[config.mk]
export PLATFORM = sky130hd
export DESIGN_NAME = quad_wire_byte_slave
export DESIGN_NICKNAME = d
export VERILOG_FILES = /design/src/rtl/qwb_pkg.sv /design/src/rtl/qwb_sync.sv /design/src/rtl/qwb_edge.sv /design/src/rtl/qwb_rx_path.sv /design/src/rtl/qwb_tx_path.sv /design/src/rtl/quad_wire_byte_slave.sv
export SDC_FILE = /design/constraint.sdc
export NUM_CORES = 1
export LEC_CHECK = 0
export BUFFER_PORTS_ARGS = -buffer_cell sky130_fd_sc_hd__buf_2
export CORE_MARGIN = 2
export CORE_UTILIZATION = 54
export DETAILED_ROUTE_END_ITERATION = 8
export PLACE_DENSITY = 0.77
export SYNTH_ARGS = -nofsm -noshare
export SYNTH_HDL_FRONTEND = slang
export SYNTH_SLANG_ARGS = --single-unit
[constraint.sdc]
create_clock -name clk -period 2.2 [get_ports clk]
set_input_delay 0.11 -clock clk [delete_from_list [all_inputs] [get_ports clk]]
set_output_delay 0.11 -clock clk [all_outputs]
set_load 0.05 [all_outputs]
[src/rtl/qwb_pkg.sv]
package qwb_pkg;
   // Positions of the serial lines inside the synchronized bus
   localparam int LINE_SCK = 0;
   localparam int LINE_SEL = 1;
   localparam int LINE_SDI = 2;
   localparam int N_LINES  = 3;

   // Idle levels of the lines (sck low, select high, data low)
   localparam logic [N_LINES-1:0] LINE_IDLE = 3'b010;

   typedef struct packed {
      logic rise;
      logic fall;
   } qwb_edge_t;
endpackage

[src/rtl/qwb_sync.sv]
module qwb_sync #(
   parameter int                WIDTH   = 3,
   parameter int                STAGES  = 2,
   parameter logic [WIDTH-1:0]  RST_VAL = '0
) (
   input  logic             clk,
   input  logic             rst_n,
   input  logic [WIDTH-1:0] d_i,
   output logic [WIDTH-1:0] q_o
);
   if (WIDTH < 1) begin : g_bad_width
      $error("qwb_sync: WIDTH must be at least 1");
   end

   if (STAGES == 0) begin : g_bypass
      assign q_o = d_i;
   end else begin : g_chain
      logic [WIDTH-1:0] chain [STAGES];
      always_ff @(posedge clk or negedge rst_n) begin
         if (!rst_n) begin
            for (int s = 0; s < STAGES; s++) chain[s] <= RST_VAL;
         end else begin
            chain[0] <= d_i;
            for (int s = 1; s < STAGES; s++) chain[s] <= chain[s-1];
         end
      end
      assign q_o = chain[STAGES-1];
   end
endmodule

[src/rtl/qwb_edge.sv]
module qwb_edge #(
   parameter int               WIDTH   = 3,
   parameter logic [WIDTH-1:0] RST_VAL = '0
) (
   input  logic                                 clk,
   input  logic                                 rst_n,
   input  logic [WIDTH-1:0]                     lvl_i,
   output qwb_pkg::qwb_edge_t [WIDTH-1:0]       ev_o
);
   logic [WIDTH-1:0] prev_q;

   always_ff @(posedge clk or negedge rst_n) begin
      if (!rst_n) prev_q <= RST_VAL;
      else        prev_q <= lvl_i;
   end

   for (genvar i = 0; i < WIDTH; i++) begin : g_line
      assign ev_o[i].rise =  lvl_i[i] & ~prev_q[i];
      assign ev_o[i].fall = ~lvl_i[i] &  prev_q[i];
   end
endmodule

[src/rtl/qwb_rx_path.sv]
module qwb_rx_path #(
   parameter int BYTE_W = 8
) (
   input  logic              clk,
   input  logic              rst_n,
   input  logic              start_i,
   input  logic              stb_i,
   input  logic              bit_i,
   input  logic              end_i,
   output logic [BYTE_W-1:0] byte_o,
   output logic              valid_o
);
   logic [BYTE_W-1:0] shreg_q;
   logic              seen_q;

   // Shifting left from a cleared register right-aligns short transfers
   // and leaves only the newest BYTE_W bits of long ones.
   always_ff @(posedge clk or negedge rst_n) begin
      if (!rst_n) begin
         shreg_q <= '0;
         seen_q  <= 1'b0;
      end else if (start_i) begin
         shreg_q <= '0;
         seen_q  <= 1'b0;
      end else if (stb_i) begin
         shreg_q <= {shreg_q[BYTE_W-2:0], bit_i};
         seen_q  <= 1'b1;
      end
   end

   always_ff @(posedge clk or negedge rst_n) begin
      if (!rst_n) begin
         byte_o  <= '0;
         valid_o <= 1'b0;
      end else begin
         valid_o <= end_i & seen_q;
         if (end_i && seen_q) byte_o <= shreg_q;
      end
   end
endmodule

[src/rtl/qwb_tx_path.sv]
module qwb_tx_path #(
   parameter int BYTE_W = 8
) (
   input  logic              clk,
   input  logic              rst_n,
   input  logic              start_i,
   input  logic              stop_i,
   input  logic              sample_i,
   input  logic              bit_i,
   input  logic              shift_i,
   input  logic [BYTE_W-1:0] load_i,
   output logic              pull_low_o
);
   logic [BYTE_W-1:0] shreg_q;
   logic              last_rx_q;
   logic              en_q;

   always_ff @(posedge clk or negedge rst_n) begin
      if (!rst_n) begin
         shreg_q   <= '1;
         last_rx_q <= 1'b0;
         en_q      <= 1'b0;
      end else begin
         if (start_i) begin
            shreg_q   <= load_i;
            last_rx_q <= 1'b0;
            en_q      <= 1'b1;
         end else begin
            if (stop_i) en_q <= 1'b0;
            if (sample_i) last_rx_q <= bit_i;
            // The latest received bit enters at the bottom, so the
            // received stream follows the transmit byte out of the top.
            if (shift_i) shreg_q <= {shreg_q[BYTE_W-2:0], last_rx_q};
         end
      end
   end

   assign pull_low_o = en_q & ~shreg_q[BYTE_W-1];
endmodule

[src/rtl/quad_wire_byte_slave.sv]
module quad_wire_byte_slave #(
   parameter int BYTE_W      = 8,
   parameter int SYNC_STAGES = 2
) (
   input  logic              clk,
   input  logic              rst_n,
   input  logic              sck_i,
   input  logic              sel_n_i,
   input  logic              sdi_i,
   input  logic [BYTE_W-1:0] tx_byte_i,
   output logic [BYTE_W-1:0] rx_byte_o,
   output logic              rx_valid_o,
   output logic              sdo_pull_low_o
);
   import qwb_pkg::*;

   if (BYTE_W < 2) begin : g_bad_byte
      $error("quad_wire_byte_slave: BYTE_W must be at least 2");
   end
   if (SYNC_STAGES < 0 || SYNC_STAGES > 4) begin : g_bad_sync
      $error("quad_wire_byte_slave: SYNC_STAGES must be 0 to 4");
   end

   logic [N_LINES-1:0] raw_lines;
   logic [N_LINES-1:0] sync_lines;
   qwb_edge_t [N_LINES-1:0] ev;

   assign raw_lines[LINE_SCK] = sck_i;
   assign raw_lines[LINE_SEL] = sel_n_i;
   assign raw_lines[LINE_SDI] = sdi_i;

   qwb_sync #(.WIDTH(N_LINES), .STAGES(SYNC_STAGES), .RST_VAL(LINE_IDLE)) i_sync (
      .clk   (clk),
      .rst_n (rst_n),
      .d_i   (raw_lines),
      .q_o   (sync_lines)
   );

   qwb_edge #(.WIDTH(N_LINES), .RST_VAL(LINE_IDLE)) i_edge (
      .clk   (clk),
      .rst_n (rst_n),
      .lvl_i (sync_lines),
      .ev_o  (ev)
   );

   logic selected;
   logic xfer_start, xfer_end, clk_rise, clk_fall;

   assign selected   = ~sync_lines[LINE_SEL];
   assign xfer_start = ev[LINE_SEL].fall;
   assign xfer_end   = ev[LINE_SEL].rise;
   assign clk_rise   = ev[LINE_SCK].rise & selected;
   assign clk_fall   = ev[LINE_SCK].fall & selected;

   qwb_rx_path #(.BYTE_W(BYTE_W)) i_rx (
      .clk     (clk),
      .rst_n   (rst_n),
      .start_i (xfer_start),
      .stb_i   (clk_rise),
      .bit_i   (sync_lines[LINE_SDI]),
      .end_i   (xfer_end),
      .byte_o  (rx_byte_o),
      .valid_o (rx_valid_o)
   );

   qwb_tx_path #(.BYTE_W(BYTE_W)) i_tx (
      .clk        (clk),
      .rst_n      (rst_n),
      .start_i    (xfer_start),
      .stop_i     (xfer_end),
      .sample_i   (clk_rise),
      .bit_i      (sync_lines[LINE_SDI]),
      .shift_i    (clk_fall),
      .load_i     (tx_byte_i),
      .pull_low_o (sdo_pull_low_o)
   );
endmodule

==> metrics.cfg, run 1 <==
[run_status]
outcome = completed

[route]
ant_nets = 0
route.vias.total = 788
dr.pass1.iters = 2
wirelength_mm = 2.30
drc = 0
via_per_inst = 5.12
wl_per_cell_um = 14.9
drtIter0Drc = 5

[sta]
fmax_mhz = 563
layout_min_cycle_time_ns = 1.78
hold_viol_final = 0
tightest_slew_ns = 0.745
skew_ns = 0.0108
relSlewSlack_pct = 50.3
worst_slack_ns = 0.424
setup_viol = 0
final.period_utilization_pct = 80.7
finalSetupTns_ns = 0
report.final.slew_viol_count = 0
rsz0062_at_grt = no
hold_ws_ns = 0.123

[yosys]
synth-edff-count = 0
synth.distinct_cells = 19
synth_fp_nets = 108
netlist_top_cells_count = 24 x dfrtp_1, 17 x mux2_2, 11 x dfstp_2
avgSynthCellArea_um2 = 15.4
synth_top_area_share_pct = 42.3
ys_warn_count = 0
ys.flop_type = dfrtp_1
async_flop_share_pct = 100
syn_inst = 92
yosysTopAreaCell = dfrtp_1
synth_area_leaders = dfrtp_1 42%, dfstp_2 20%, mux2_2 13%
yosys.cell_count.top_type = dfrtp_1
synth-seq-cells = 35
synth_seq_area_share_pct = 62.6
synthesis.area_mm2 = 0.00142

[hold_path]
min_path_cells = 3
hp-class = input pin to register

[setup_path]
path_buf_inv = 1
cp.required_ns = 2.45
endpoint_kind = register
worstRegToRegCells = 4
crit_type = register to register
start_kind = register
crit_family = flip-flops
slowest_delay_ns = 0.59
worst-path-stages = 4
cp_slowest_cell = dfstp_2
cp_max_fo = 12
arrival_ns = 2.03
cp_cell_sequence = inv_1, ha_1, a21oi_4, mux2_2

[global_routing]
grt_pass1_wl_mm = 3.88
grt_remaining_overflow = 0
grt.met1_usage_pct = 18.9
grt_start_max_net_pins = 36
antenna_found_initial = 0
busiest_layer = met2
grt_usage_pct = 16.9
grt_pass1_vias = 875
grtUsageMet3_pct = 4.68
grtUsageMet2_pct = 29.3

[clock_network]
htree_levels = 2
clock_latency_ns = 0.33
cts_buffers = 5
cts_sinks = 35
cts_setup_buffers = 0
cts_tree = done
clkTransAtPathRegs_ns = 0.10
cts_buffer_depth = 2
cts_root_buffer = clkbuf_4

[die]
core_area_mm2 = 0.00248
rows = 18
die_h_um = 55.3
start_util_pct = 57.3
pin_count = 23
die-area_mm2 = 0.00306
die_x_um = 55.3

[cells_and_area]
multi_input_area_um2 = 495
nNetsFinal = 139
final_layout_size_suffix_gt1_share_pct = 50.8
stdcell_area_mm2 = 0.00165
fill_cells = 212
seq_area_um2 = 890
area_growth_pct = 16.3
antenna-diode-count = 0

[place]
place_hpwl_mm = 1.57
dpl_cell_area_mm2 = 0.00155
io_buffers = 22
pre_cts_slack_ns = 0.442
gp_congestion = 0.754

[power_and_ir_drop]
power.leakage_nw = 0.817
vdd_drop_max_uv = 634
power_density_mw_per_mm2 = 821
fin_total_pwr_w = 0.00136

[flow_run]
cap_violations = 0

[repair_timing]
action,4_1_cts,5_1_grt
hold endpoints to repair,27,0
endpoints found under the setup margin,0,0
gates resized for setup,0,0
hold buffers,4,0
[cells by family after synthesis]
| group | share of synthesized area, % |
|---|---|
| fa+ha+maj | 2.64 |
| mux | 26.0 |
| buf+inv | 2.47 |
| simple gates | 4.14 |
| flops | 62.6 |
| compound gates | 2.11 |
[tightest hold or removal path: cells and delay by family]
family	cells	cell delay, ns
mux	2	0.24
buf+inv	1	0.08
[final timing paths]
kind                                          from               end  slack, ns
min in group asynchronous                    rst_n    i_rx.byte_o[6]       0.37
hold / removal                        tx_byte_i[1]   i_tx.shreg_q[1]       0.12
hold reg to reg            i_sync.g_chain.chain[4]     i_sync.q_o[1]       0.36
setup / recovery                     i_sync.q_o[1]   i_tx.shreg_q[4]       0.42
max in group asynchronous                    rst_n  i_edge.prev_q[0]       1.34
setup reg to reg                     i_sync.q_o[1]   i_tx.shreg_q[4]       0.42
[stage by stage]
stage / utilization (%) / cells
global route: 66.7 / 154
finish: 66.7 / 154
detailed placement: 62.6 / 142
global placement: 62.6 / 142
floorplan: - / 92
CTS: 66.7 / 154
[layer usage]
metal  vias to the layer above  routed length [um]
met2                        17                1200
met4                         0                  37
met3                         4                  84
met5                         -                   0
li1                        374                   -
met1                       393                 974
[cell type report]
type	count	share of cell area (%)
sequential	35	53.9
tap	30	2.27
clock buffer	7	3.33
timing repair buffer	27	9.55
multi-input combinational	51	30.0
clock inverter	1	0.303
inverter	3	0.682
[flip-flops by register name, summed over array words and instances (netlist names)]
signal / flops
i_rx.shreg_q: 8
i_tx.en_q: 1
i_rx.seen_q: 1
i_sync.g_chain.chain: 3
i_tx.shreg_q: 8
i_rx.byte_o: 8
i_edge.prev_q: 2
i_rx.valid_o: 1
i_sync.q_o: 3
[layout by cell type (no fill, tap or decap)]
master / n
inv_1: 3
nor3b_2: 1
nor2_2: 1
o31a_1: 1
clkbuf_4: 5
ha_1: 3
dfstp_2: 11
dfrtp_1: 24
buf_4: 1
nor2_1: 8
o21ai_0: 1
nand2_1: 1
nor2b_1: 1
clkbuf_1: 1
buf_2: 22
clkbuf_8: 1
dlygate4sd3_1: 4
a21oi_4: 1
clkinv_2: 1
mux2i_1: 8
mux2_4: 2
mux2_1: 6
mux2_2: 17
[report_power, final]
part           internal [W]  switching [W]
Combinational      0.000109       0.000103
Sequential         0.000755      0.0000376
Clock              0.000155       0.000197
Total               0.00102       0.000338
Power figures use the tool's default switching activity.
==> run 2: changes to the inputs <==
--- a/config.mk
+++ b/config.mk
@@ -5,11 +5,12 @@
 export SDC_FILE = /design/constraint.sdc
 export NUM_CORES = 1
 export LEC_CHECK = 0
+export ABC_AREA = 1
 export BUFFER_PORTS_ARGS = -buffer_cell sky130_fd_sc_hd__buf_2
 export CORE_MARGIN = 2
-export CORE_UTILIZATION = 54
+export CORE_UTILIZATION = 49
 export DETAILED_ROUTE_END_ITERATION = 8
-export PLACE_DENSITY = 0.77
+export PLACE_DENSITY = 0.73
 export SYNTH_ARGS = -nofsm -noshare
 export SYNTH_HDL_FRONTEND = slang
 export SYNTH_SLANG_ARGS = --single-unit
==> constraint.sdc (replaced) <==
create_clock -name clk -period 1.6 [get_ports clk]
set_input_delay 0.08 -clock clk [delete_from_list [all_inputs] [get_ports clk]]
set_output_delay 0.08 -clock clk [all_outputs]
set_load 0.05 [all_outputs]
==> run 2 against run 1 <==
Net effect:
- the flow now finishes with violations (DRC)
- power rose by 28%
- core utilization fell by 5.9 points
- hold slack got worse by 0.085 ns
- count of clock-buffer cells in the layout did not move
- cell count rose by 47%
- via count rose by 39%
- area after synthesis rose by 3.9%
- cell area rose by 3.2%
- critical endpoint is now i_rx.shreg_q[0]
- highest routed layer unchanged
==> metrics.cfg, run 2 <==
[run_status]
outcome = finished, violations left
failed_checks = DRC

[sta]
relSlewSlack_pct = 51.6
report.final.slew_viol_count = 0
rsz0062_at_grt = no
final.period_utilization_pct = 91.3
finalSetupTns_ns = 0
setup_viol = 0
skew_ns = 0.00685
fmax_mhz = 684
hold_viol_final = 0
tightest_slew_ns = 0.726
layout_min_cycle_time_ns = 1.46

[clock_network]
cts_setup_buffers = 0
clkTransAtPathRegs_ns = 0.10
cts_buffer_depth = 2
clock_latency_ns = 0.33
cts_sinks = 35
cts_root_buffer = clkbuf_4
cts_buffers = 5
cts_tree = done
post_cts_resized = 0
htree_levels = 2

[yosys]
netlist_top_cells_count = 74 x nand2_1, 24 x dfrtp_1, 14 x nand3_1
synth.distinct_cells = 16
yosysTopAreaCell = dfrtp_1
synth-seq-cells = 35
synth_compound_area_share_pct = 2.37
async_flop_share_pct = 100
yosys.cell_count.top_type = nand2_1
synthAdderAreaFrac_pct = 2.54
muxShareOfSynthArea_pct = 0
avgSynthCellArea_um2 = 8.94
synth_top_area_share_pct = 40.7
synthXorXnorAreaFrac_pct = 0
synth_area_leaders = dfrtp_1 41%, dfstp_2 20%, nand2_1 19%
syn_inst = 165
synth-edff-count = 0
synth_seq_area_share_pct = 60.3
ys.flop_type = dfrtp_1
synth_fp_nets = 181
synth-simple-area-share_pct = 28.7
synthesis.area_mm2 = 0.00148
ys_warn_count = 0
synth_top_family_by_area = simple AND/OR/NAND/NOR gates

[place]
dpl.cell_count = 215
io_buffers = 22
place_hpwl_mm = 1.67
dpl_cell_area_mm2 = 0.00161
gp_congestion = 0.819

[global_routing]
antenna_found_initial = 0
grt_start_max_net_pins = 36
grt_remaining_overflow = 0
grt.met1_usage_pct = 22.9
grt_pass1_vias = 964
grtUsageMet2_pct = 24.6
grt_pass1_wl_mm = 4.19
busiest_layer = met2
grtUsageMet3_pct = 4.62
grt_usage_pct = 16.4

[cells_and_area]
area_growth_pct = 15.5
antenna-diode-count = 0
stdcell_area_mm2 = 0.00170
fin_cells = 227
final_cell_mix = 74 x nand2_1, 24 x dfrtp_1, 22 x buf_2
reg.largest.list = i_rx.byte_o (8), i_rx.shreg_q (8), i_tx.shreg_q (8)
final_layout_size_suffix_gt1_share_pct = 24.5
nNetsFinal = 211
final_common_cell = nand2_1

[setup_path]
arrival_ns = 1.73
cp_slowest_cell = dfstp_2
cp_max_fo = 21
slowest_delay_ns = 0.57
endpoint_kind = register
path_buf_inv = 4
cp.required_ns = 1.86
crit_type = register to register
crit_top_cell = nand2_1
start_kind = register
cp_cell_sequence = inv_2, ha_1, inv_2, buf_12, nand2_1, nand2_1, nand2_1, inv_1
crit_family = flip-flops

[route]
drc = 1
ant_nets = 0
wirelength_mm = 2.50
wl_per_cell_um = 11.0
drtIter0Drc = 37
route.vias.total = 1099
via_per_inst = 4.84
dr.pass1.iters = 6

[flow_run]
cap_violations = 0

[die]
die_x_um = 58.9
rows = 19
start_util_pct = 52.6
core_area_mm2 = 0.00281
die-area_mm2 = 0.00347
pin_count = 23
die_h_um = 58.9

[power_and_ir_drop]
power_density_mw_per_mm2 = 1020
power.leakage_nw = 0.955
fin_total_pwr_w = 0.00174
vdd_drop_max_uv = 776

[hold_path]
hp-class = input pin to register

run 2: cell types whose count changed after synthesis, sizes merged, moves of 2 or more:
cell and change:
nand2 +76, mux2 -25, nand3 +15, inv +11
mux2i -8, o21ai +6, nand4 +3, nor2 -3
buf +2
run 2: where the power goes:
| part | internal, W | switching (W) | total, W |
|---|---|---|---|
| sequential | 0.000991 | 0.0000423 | 0.00103 |
| clock | 0.000171 | 0.000258 | 0.000429 |
| combinational | 0.0000927 | 0.000182 | 0.000275 |
| total | 0.00125 | 0.000482 | 0.00174 |
run 2: per-stage QoR:
| stage | worst slack [ns] | hold WS, ns | utilization, % |
|---|---|---|---|
| 3_3_place_gp | 0.212 | 0.174 | 57.5 |
| 5_1_grt | 0.0529 | 0.0534 | 60.7 |
| 3_5_place_dp | 0.189 | 0.178 | 57.5 |
| 2_1_floorplan | 0.298 | -0.216 | - |
| 6_report | 0.139 | 0.0371 | 60.7 |
| 4_1_cts | 0.145 | 0.0212 | 60.7 |
run 2: cells by family (layout without fill, tap and decap cells):
family | count (synthesis) | after routing
adders and majority gates | 3 | 3
AOI/OAI and AO/OA | 7 | 7
and+or+nand+nor | 101 | 101
DFF | 35 | 35
buffers and inverters | 19 | 50
run 2: worst paths after layout:
kind / start / end / slack, ns / cells after the start
worst max-delay path: i_sync.q_o[1] / i_rx.shreg_q[0] / 0.14 / 8
worst min-delay path: tx_byte_i[2] / i_tx.shreg_q[2] / 0.04 / 5
worst max register to register: i_sync.q_o[1] / i_rx.shreg_q[0] / 0.14 / 8
worst min register to register: i_sync.g_chain.chain[3] / i_sync.q_o[0] / 0.36 / 0
max in group asynchronous: rst_n / i_tx.en_q / 0.80 / 2
min in group asynchronous: rst_n / i_rx.byte_o[6] / 0.34 / 2
run 2: layer usage:
metal | vias up | wire (um)
li1 | 571 | -
met1 | 495 | 1230
met2 | 31 | 1110
met3 | 2 | 134
met4 | 0 | 19
met5 | - | 0
run 2: layout make-up:
class / count / area (um^2)
Tap cell: 31 / 38.8
Clock inverter: 1 / 5.00
Inverter: 14 / 52.6
Timing Repair Buffer: 28 / 178
Clock buffer: 7 / 45.0
Sequential cell: 35 / 890
Multi-Input combinational cell: 111 / 495
Fill cell: 260 / 1100
run 2: what timing repair did:
action                                  CTS  global route
endpoints found under the setup margin    0             0
hold buffers                              4             0
hold endpoints to repair                 27             0
run 2: tightest hold or removal path: cells and delay by family:
family	cells	cell delay [ns]
simple gates	4	0.18
buf+inv	1	0.10
